$ cat src/rtl/sram_ddr_pkg.sv
package sram_ddr_pkg;

    localparam int BURST_LEN = 4;

    typedef logic [1:0] beat_t;

    typedef enum logic {
        OP_WRITE = 1'b0,
        OP_READ  = 1'b1
    } op_e;

endpackage

$ cat src/rtl/sram_ddr_ctrl.sv
module sram_ddr_ctrl
    import sram_ddr_pkg::*;
#(
    parameter int AW     = 6,
    parameter bit NARROW = 1'b0,
    parameter int RD_LAT = 3
) (
    input  logic          clk,
    input  logic          rst_n,
    input  logic          ld_n,
    input  logic          rw,
    input  logic [AW-1:0] addr,
    output logic          wr_en,
    output logic [AW-1:0] wr_idx,
    output logic          rd_en,
    output logic [AW-1:0] rd_idx,
    output logic          k_rise
);

    localparam int BW = AW - 2;
    localparam int CW = $clog2(BURST_LEN) + 1;

    typedef struct packed {
        logic          v;
        logic [BW-1:0] base;
        beat_t         start;
    } rd_cmd_t;

    typedef struct packed {
        logic                    ph;
        logic                    gap;
        logic [CW-1:0]           wr_left;
        logic [BW-1:0]           wr_base;
        beat_t                   wr_beat;
        rd_cmd_t [RD_LAT-1:0]    rd_pipe;
        logic [CW-1:0]           rd_left;
        logic [BW-1:0]           rd_base;
        beat_t                   rd_beat;
    } ctrl_t;

    ctrl_t   s_d, s_q;
    logic    accept;
    op_e     op;
    beat_t   start;
    rd_cmd_t head;

    always_comb begin
        s_d      = s_q;
        op       = op_e'(rw);
        k_rise   = ~s_q.ph;
        s_d.ph   = ~s_q.ph;

        // command slot: K rising edge not blocked by the previous burst
        accept = k_rise & ~s_q.gap & ~ld_n;
        if (k_rise) begin
            s_d.gap = accept;
        end
        start = NARROW ? 2'b00 : addr[1:0];

        // write beats follow the command edge
        wr_en  = (s_q.wr_left != '0);
        wr_idx = {s_q.wr_base, s_q.wr_beat};
        if (wr_en) begin
            s_d.wr_left = s_q.wr_left - 1'b1;
            s_d.wr_beat = s_q.wr_beat + 1'b1;
        end
        if (accept && op == OP_WRITE) begin
            s_d.wr_left = CW'(BURST_LEN);
            s_d.wr_base = addr[AW-1:2];
            s_d.wr_beat = start;
        end

        // read command delay line
        s_d.rd_pipe[0] = '{v: accept && op == OP_READ, base: addr[AW-1:2], start: start};
        for (int i = 1; i < RD_LAT; i++) begin
            s_d.rd_pipe[i] = s_q.rd_pipe[i-1];
        end
        head = s_q.rd_pipe[RD_LAT-1];

        // read beat launch
        rd_en  = 1'b0;
        rd_idx = {s_q.rd_base, s_q.rd_beat};
        if (head.v) begin
            rd_en       = 1'b1;
            rd_idx      = {head.base, head.start};
            s_d.rd_left = CW'(BURST_LEN - 1);
            s_d.rd_base = head.base;
            s_d.rd_beat = head.start + 1'b1;
        end else if (s_q.rd_left != '0) begin
            rd_en       = 1'b1;
            s_d.rd_left = s_q.rd_left - 1'b1;
            s_d.rd_beat = s_q.rd_beat + 1'b1;
        end
    end

    always_ff @(posedge clk or negedge rst_n) begin
        if (!rst_n) begin
            s_q <= '0;
        end else begin
            s_q <= s_d;
        end
    end

    AST_CMD_SPACING: assert property (@(posedge clk) disable iff (!rst_n)
        accept |=> ##1 !accept);

    AST_WR_FOUR_BEATS: assert property (@(posedge clk) disable iff (!rst_n)
        (accept && op == OP_WRITE) |=> wr_en ##1 wr_en ##1 wr_en ##1 wr_en);

    AST_RD_FOUR_BEATS: assert property (@(posedge clk) disable iff (!rst_n)
        head.v |-> rd_en ##1 rd_en ##1 rd_en ##1 rd_en);

endmodule

$ cat src/rtl/sram_ddr_array.sv
module sram_ddr_array #(
    parameter int AW = 6,
    parameter int DW = 18
) (
    input  logic          clk,
    input  logic          we,
    input  logic [1:0]    wmask,
    input  logic [AW-1:0] widx,
    input  logic [DW-1:0] wdata,
    input  logic [AW-1:0] ridx,
    output logic [DW-1:0] rdata
);

    localparam int DEPTH = 1 << AW;
    localparam int HW    = DW / 2;

    logic [DW-1:0] mem [DEPTH];

    always_ff @(posedge clk) begin
        if (we) begin
            for (int h = 0; h < 2; h++) begin
                if (wmask[h]) begin
                    mem[widx][h*HW +: HW] <= wdata[h*HW +: HW];
                end
            end
        end
    end

    assign rdata = mem[ridx];

endmodule

$ cat src/rtl/sram_ddr_out.sv
module sram_ddr_out #(
    parameter int DW = 18
) (
    input  logic          clk,
    input  logic          rst_n,
    input  logic          launch,
    input  logic          k_rise,
    input  logic [DW-1:0] rdata,
    output logic [DW-1:0] q,
    output logic          q_valid,
    output logic          cq,
    output logic          cq_n
);

    typedef struct packed {
        logic [DW-1:0] q;
        logic          qv;
        logic          cq;
        logic          cqn;
    } out_t;

    out_t o_d, o_q;

    always_comb begin
        o_d.q   = launch ? rdata : '0;
        o_d.qv  = launch;
        o_d.cq  = k_rise;
        o_d.cqn = ~k_rise;
    end

    always_ff @(posedge clk or negedge rst_n) begin
        if (!rst_n) begin
            o_q <= '{q: '0, qv: 1'b0, cq: 1'b0, cqn: 1'b1};
        end else begin
            o_q <= o_d;
        end
    end

    assign q       = o_q.q;
    assign q_valid = o_q.qv;
    assign cq      = o_q.cq;
    assign cq_n    = o_q.cqn;

    AST_ECHO_COMPL: assert property (@(posedge clk) disable iff (!rst_n)
        cq != cq_n);

    AST_ECHO_TOGGLE: assert property (@(posedge clk) disable iff (!rst_n)
        cq |=> !cq);

    AST_IDLE_ZERO: assert property (@(posedge clk) disable iff (!rst_n)
        !q_valid |-> q == '0);

endmodule

$ cat src/rtl/sram_ddr_burst4.sv
module sram_ddr_burst4 #(
    parameter int DW = 18,
    parameter int AW = 6
) (
    input  logic          clk,
    input  logic          rst_n,
    input  logic          ld_n,
    input  logic          rw,
    input  logic [AW-1:0] addr,
    input  logic [DW-1:0] wdata,
    input  logic [1:0]    wsel_n,
    output logic [DW-1:0] q,
    output logic          q_valid,
    output logic          cq,
    output logic          cq_n
);

    localparam bit NARROW = (DW == 8);
    localparam int RD_LAT = 3;

    logic          wr_en;
    logic [AW-1:0] wr_idx;
    logic          rd_en;
    logic [AW-1:0] rd_idx;
    logic          k_rise;
    logic [DW-1:0] rdata;

    sram_ddr_ctrl #(
        .AW     (AW),
        .NARROW (NARROW),
        .RD_LAT (RD_LAT)
    ) u_ctrl (
        .clk    (clk),
        .rst_n  (rst_n),
        .ld_n   (ld_n),
        .rw     (rw),
        .addr   (addr),
        .wr_en  (wr_en),
        .wr_idx (wr_idx),
        .rd_en  (rd_en),
        .rd_idx (rd_idx),
        .k_rise (k_rise)
    );

    sram_ddr_array #(
        .AW (AW),
        .DW (DW)
    ) u_array (
        .clk   (clk),
        .we    (wr_en),
        .wmask (~wsel_n),
        .widx  (wr_idx),
        .wdata (wdata),
        .ridx  (rd_idx),
        .rdata (rdata)
    );

    sram_ddr_out #(
        .DW (DW)
    ) u_out (
        .clk     (clk),
        .rst_n   (rst_n),
        .launch  (rd_en),
        .k_rise  (k_rise),
        .rdata   (rdata),
        .q       (q),
        .q_valid (q_valid),
        .cq      (cq),
        .cq_n    (cq_n)
    );

endmodule

$ cat config.mk
export PLATFORM = sky130hd
export DESIGN_NAME = sram_ddr_burst4
export DESIGN_NICKNAME = d
export VERILOG_FILES = /design/src/rtl/sram_ddr_pkg.sv /design/src/rtl/sram_ddr_ctrl.sv /design/src/rtl/sram_ddr_array.sv /design/src/rtl/sram_ddr_out.sv /design/src/rtl/sram_ddr_burst4.sv
export SDC_FILE = /design/constraint.sdc
export NUM_CORES = 2
export LEC_CHECK = 0
export BUFFER_PORTS_ARGS = -buffer_cell sky130_fd_sc_hd__buf_2
export CORE_MARGIN = 2
export CORE_UTILIZATION = 25
export DETAILED_ROUTE_END_ITERATION = 10
export GPL_TIMING_DRIVEN = 0
export PLACE_DENSITY = 0.41
export SLEW_MARGIN = 5
export SYNTH_ARGS = -nofsm -noshare
export SYNTH_HDL_FRONTEND = slang
export SYNTH_SLANG_ARGS = --single-unit
$ cat constraint.sdc
create_clock -name clk -period 3.6 [get_ports clk]
set_input_delay 0.72 -clock clk [delete_from_list [all_inputs] [get_ports clk]]
set_output_delay 0.72 -clock clk [all_outputs]
set_load 0.02 [all_outputs]
==> run metrics <==
Setup Crit Path Kind=flop to flop; H-tree depth=4; initial core utilization=25.1%; hold wc startpoint=addr[3]; Placed Area=~0.055 sq mm; Synth area leader=edfxtp_1; worst r2r path cells=6; final setup violation count=between 100 and 150; largest vdd supply drop=0.477 mV; worst hold path depth=1; ANT nets after route=0; Post-Synthesis Cells=around 3.4k; Clock Path Buffers=3; Avg WL per Cell=33.4 um; Yosys warning count=0; I/O Buffers=50; Worst R2R End=u_array.mem[52][7]; TNS Setup=-8.64 ns; PnR worst setup slack=-0.179 ns; register-to-register setup slack=-0.18 ns; EDFF count, synth=roughly 1.2k; Synth Register Bits=about 1.2k; path type of the worst min-delay path=input port to flop; drc violations=0; post-synthesis net count=between 3k and 4k; final HPWL from detailed placement=152 mm; proportion of layout cells with a drive suffix above 1=between 15 and 20%; vias in the first global route=34.3k; Worst-Skew Late Latency=just under 0.8 ns; final WL=roughly 220 mm; Die Height=approximately 450 um; via/cell ratio=around 5.5; worst slew pin tran=1.35 ns; failing checks=negative setup slack; design area=approximately 0.061 sq mm; Rel. slew slack=roughly 9.7%; Lkg Pwr=between 15 and 20 nW; first-pass GRT wire length=293 mm; Reg-to-Reg Start=u_ctrl.wr_idx[2]; CP max FO=9; CTS Sinks=approximately 1.2k; CTS tree=built; first drt pass iteration count=8; share of the synthesized area in the top cell type=between 60 and 70%; Via Count=35.6k; core area=just over 0.2 sq mm; minimum clock period=roughly 3.8 ns; P&R area growth vs syn=21.0%; Synth area leaders=edfxtp_1 (68%), a22oi_1 (4.4%), dfrtp_1 (3.0%); CP Data Required Time=approximately 4 ns; ys flop type=edfxtp_1; GRT Overall Usage=between 20% and 30%; num rows=around 170; P per Cell Area=694 mW/mm^2; nets=3730; synth unique cells=64; initial antenna violation count=23; Post-Syn Area=between 0.05 and 0.06 sq mm; status=finished with violations; Seq/Total Area, Yosys=between 70% and 80%; DR iter-0 viols=roughly 5.1k; die area=about 0.21 sq mm; max-slew violation count=0; clk slew on worst S/H paths=roughly 0.060 ns; post-synthesis async set-or-reset flop share=under 10%; mean post-synth cell area=between 10 and 15 sq um; RSZ-0062 raised after global routing=yes; root buf cell=clkbuf_16; Final Hold Fails=0; CTS buffer count=137; RD Place Congestion=about 0.94; Worst setup EP type=flop; startpoint types=flop; Hold Path End=u_ctrl.s_d[19]; Ports=51; fmax=265 MHz; largest net degree at the start of global routing=65; worst path arrival time=~4.2 ns; Max Cap Viol=0; total gr overflow=0; Die W=455 um; final period utilization=105%; Layout Skew=around 0.030 ns
[state kept, by name (all words and copies together) (netlist names)]
signal and flops:
u_out.q_valid 1, u_out.cq_n 1, u_ctrl.head 7, u_ctrl.s_q 13
u_ctrl.wr_idx 6, u_out.cq 1, u_ctrl.s_d 14, u_out.q 18
u_array.mem 1152
[critical path, cell delays in order, from the launching register on]
cell and delay (ns):
dfrtp_1 0.32, clkbuf_1 0.34, or3b_2 0.48, clkbuf_1 0.48, or3_1 0.49, clkbuf_1 0.49, nor2_2 0.78
[cells in the mapped netlist (60+ instances only)]
library cell / number
edfxtp_1: 1152
a22oi_1: 301
a21oi_1: 246
clkbuf_1: 191
nor2_1: 160
o22ai_1: 123
a22o_1: 87
o21ai_0: 86
a211o_1: 75
a211oi_1: 75
buf_2: 74
mux2i_1: 73
a21o_1: 72
dfrtp_1: 60
[layer usage]
metal  track usage (%)  routed length, um  vias up
met5                 0                 33        -
met4              8.58               9820        4
met3              3.68              15500      347
met2              31.5              97300     1740
met1              28.6              93900    18700
li1                  -                  -    14800
[layout by cell type (no fill, tap or decap), drive strengths merged, types with 73 or more instances in the layout]
cell type  netlist  final
o21ai           86     86
nor2           161    161
a22oi          301    301
edfxtp        1152   1152
buf            136    240
a21oi          247    247
o22ai          123    123
a22o            87     87
a211oi          75     75
clkbuf         191    361
a211o           75     75
mux2i           73     73
[metrics by stage]
| step | power [mW] | hold WS [ns] | utilization, % | setup WS [ns] | instances |
|---|---|---|---|---|---|
| floorplan | 22.3 | 0.331 | - | 1.07 | 3449 |
| global placement | 27.5 | 0.333 | 26.9 | -2.03 | 6171 |
| detailed placement | 27.6 | 0.335 | 27.3 | -2.00 | 6201 |
| CTS | 42.4 | 0.0146 | 30.2 | -0.234 | 6465 |
| global route | 43.9 | 0.0271 | 30.4 | -0.158 | 6478 |
| finish | 42.7 | 0.0748 | 30.4 | -0.179 | 6492 |
[where the power goes]
group          leakage [nW]  internal [mW]  total, mW  switching (mW)
sequential             11.1           15.9       16.1           0.200
combinational          6.04           3.93       12.6            8.68
clock                  2.12           7.85       13.9            6.06
total                  19.2           27.7       42.7            14.9
[worst max path at each step]
stage,start,end,slack [ns],cells after the start
floorplan,u_ctrl.head[1],u_out.q[17],1.07,9
global placement,u_ctrl.head[6],u_out.q[16],-2.03,9
detailed placement,u_ctrl.head[6],u_out.q[16],-2.00,9
CTS,u_ctrl.wr_idx[0],u_array.mem[39][8],-0.23,5
global route,u_ctrl.wr_idx[2],u_array.mem[28][7],-0.16,6
finish,u_ctrl.wr_idx[2],u_array.mem[52][7],-0.18,6
[kinds of logic (layout without fill, tap and decap cells)]
| family | Yosys count | in the layout | synth area share [%] |
|---|---|---|---|
| buf+inv | 339 | 692 | 2.86 |
| xor+xnor | 6 | 6 | 0.103 |
| mux | 112 | 112 | 2.30 |
| compound gates | 1404 | 1404 | 20.0 |
| fa+ha+maj | 4 | 4 | 0.0985 |
| flops | 1213 | 1213 | 71.1 |
| simple gates | 371 | 371 | 3.59 |
| other cells | 0 | 18 | 0 |
[cell type report]
cell class,instances,area (sq um)
plain buffers,321,1940
repair buffers,114,1250
clock inverters,70,667
clock buffers,175,3680
multi-input cells,1897,14400
inverters,12,45.0
well taps,2672,3340
fillers,20100,141000
diodes,18,45.0
flip-flops and latches,1213,36100
[repair_timing]
item                                    CTS  global route
hold buffers                              4             0
cloned                                    1             0
pin swaps                                47            20
endpoints found under the hold margin    19             0
gates resized for setup                 423            80
buffers inserted                         17            12
endpoints found under the setup margin  455           511
(Power assumes the default switching activity.)
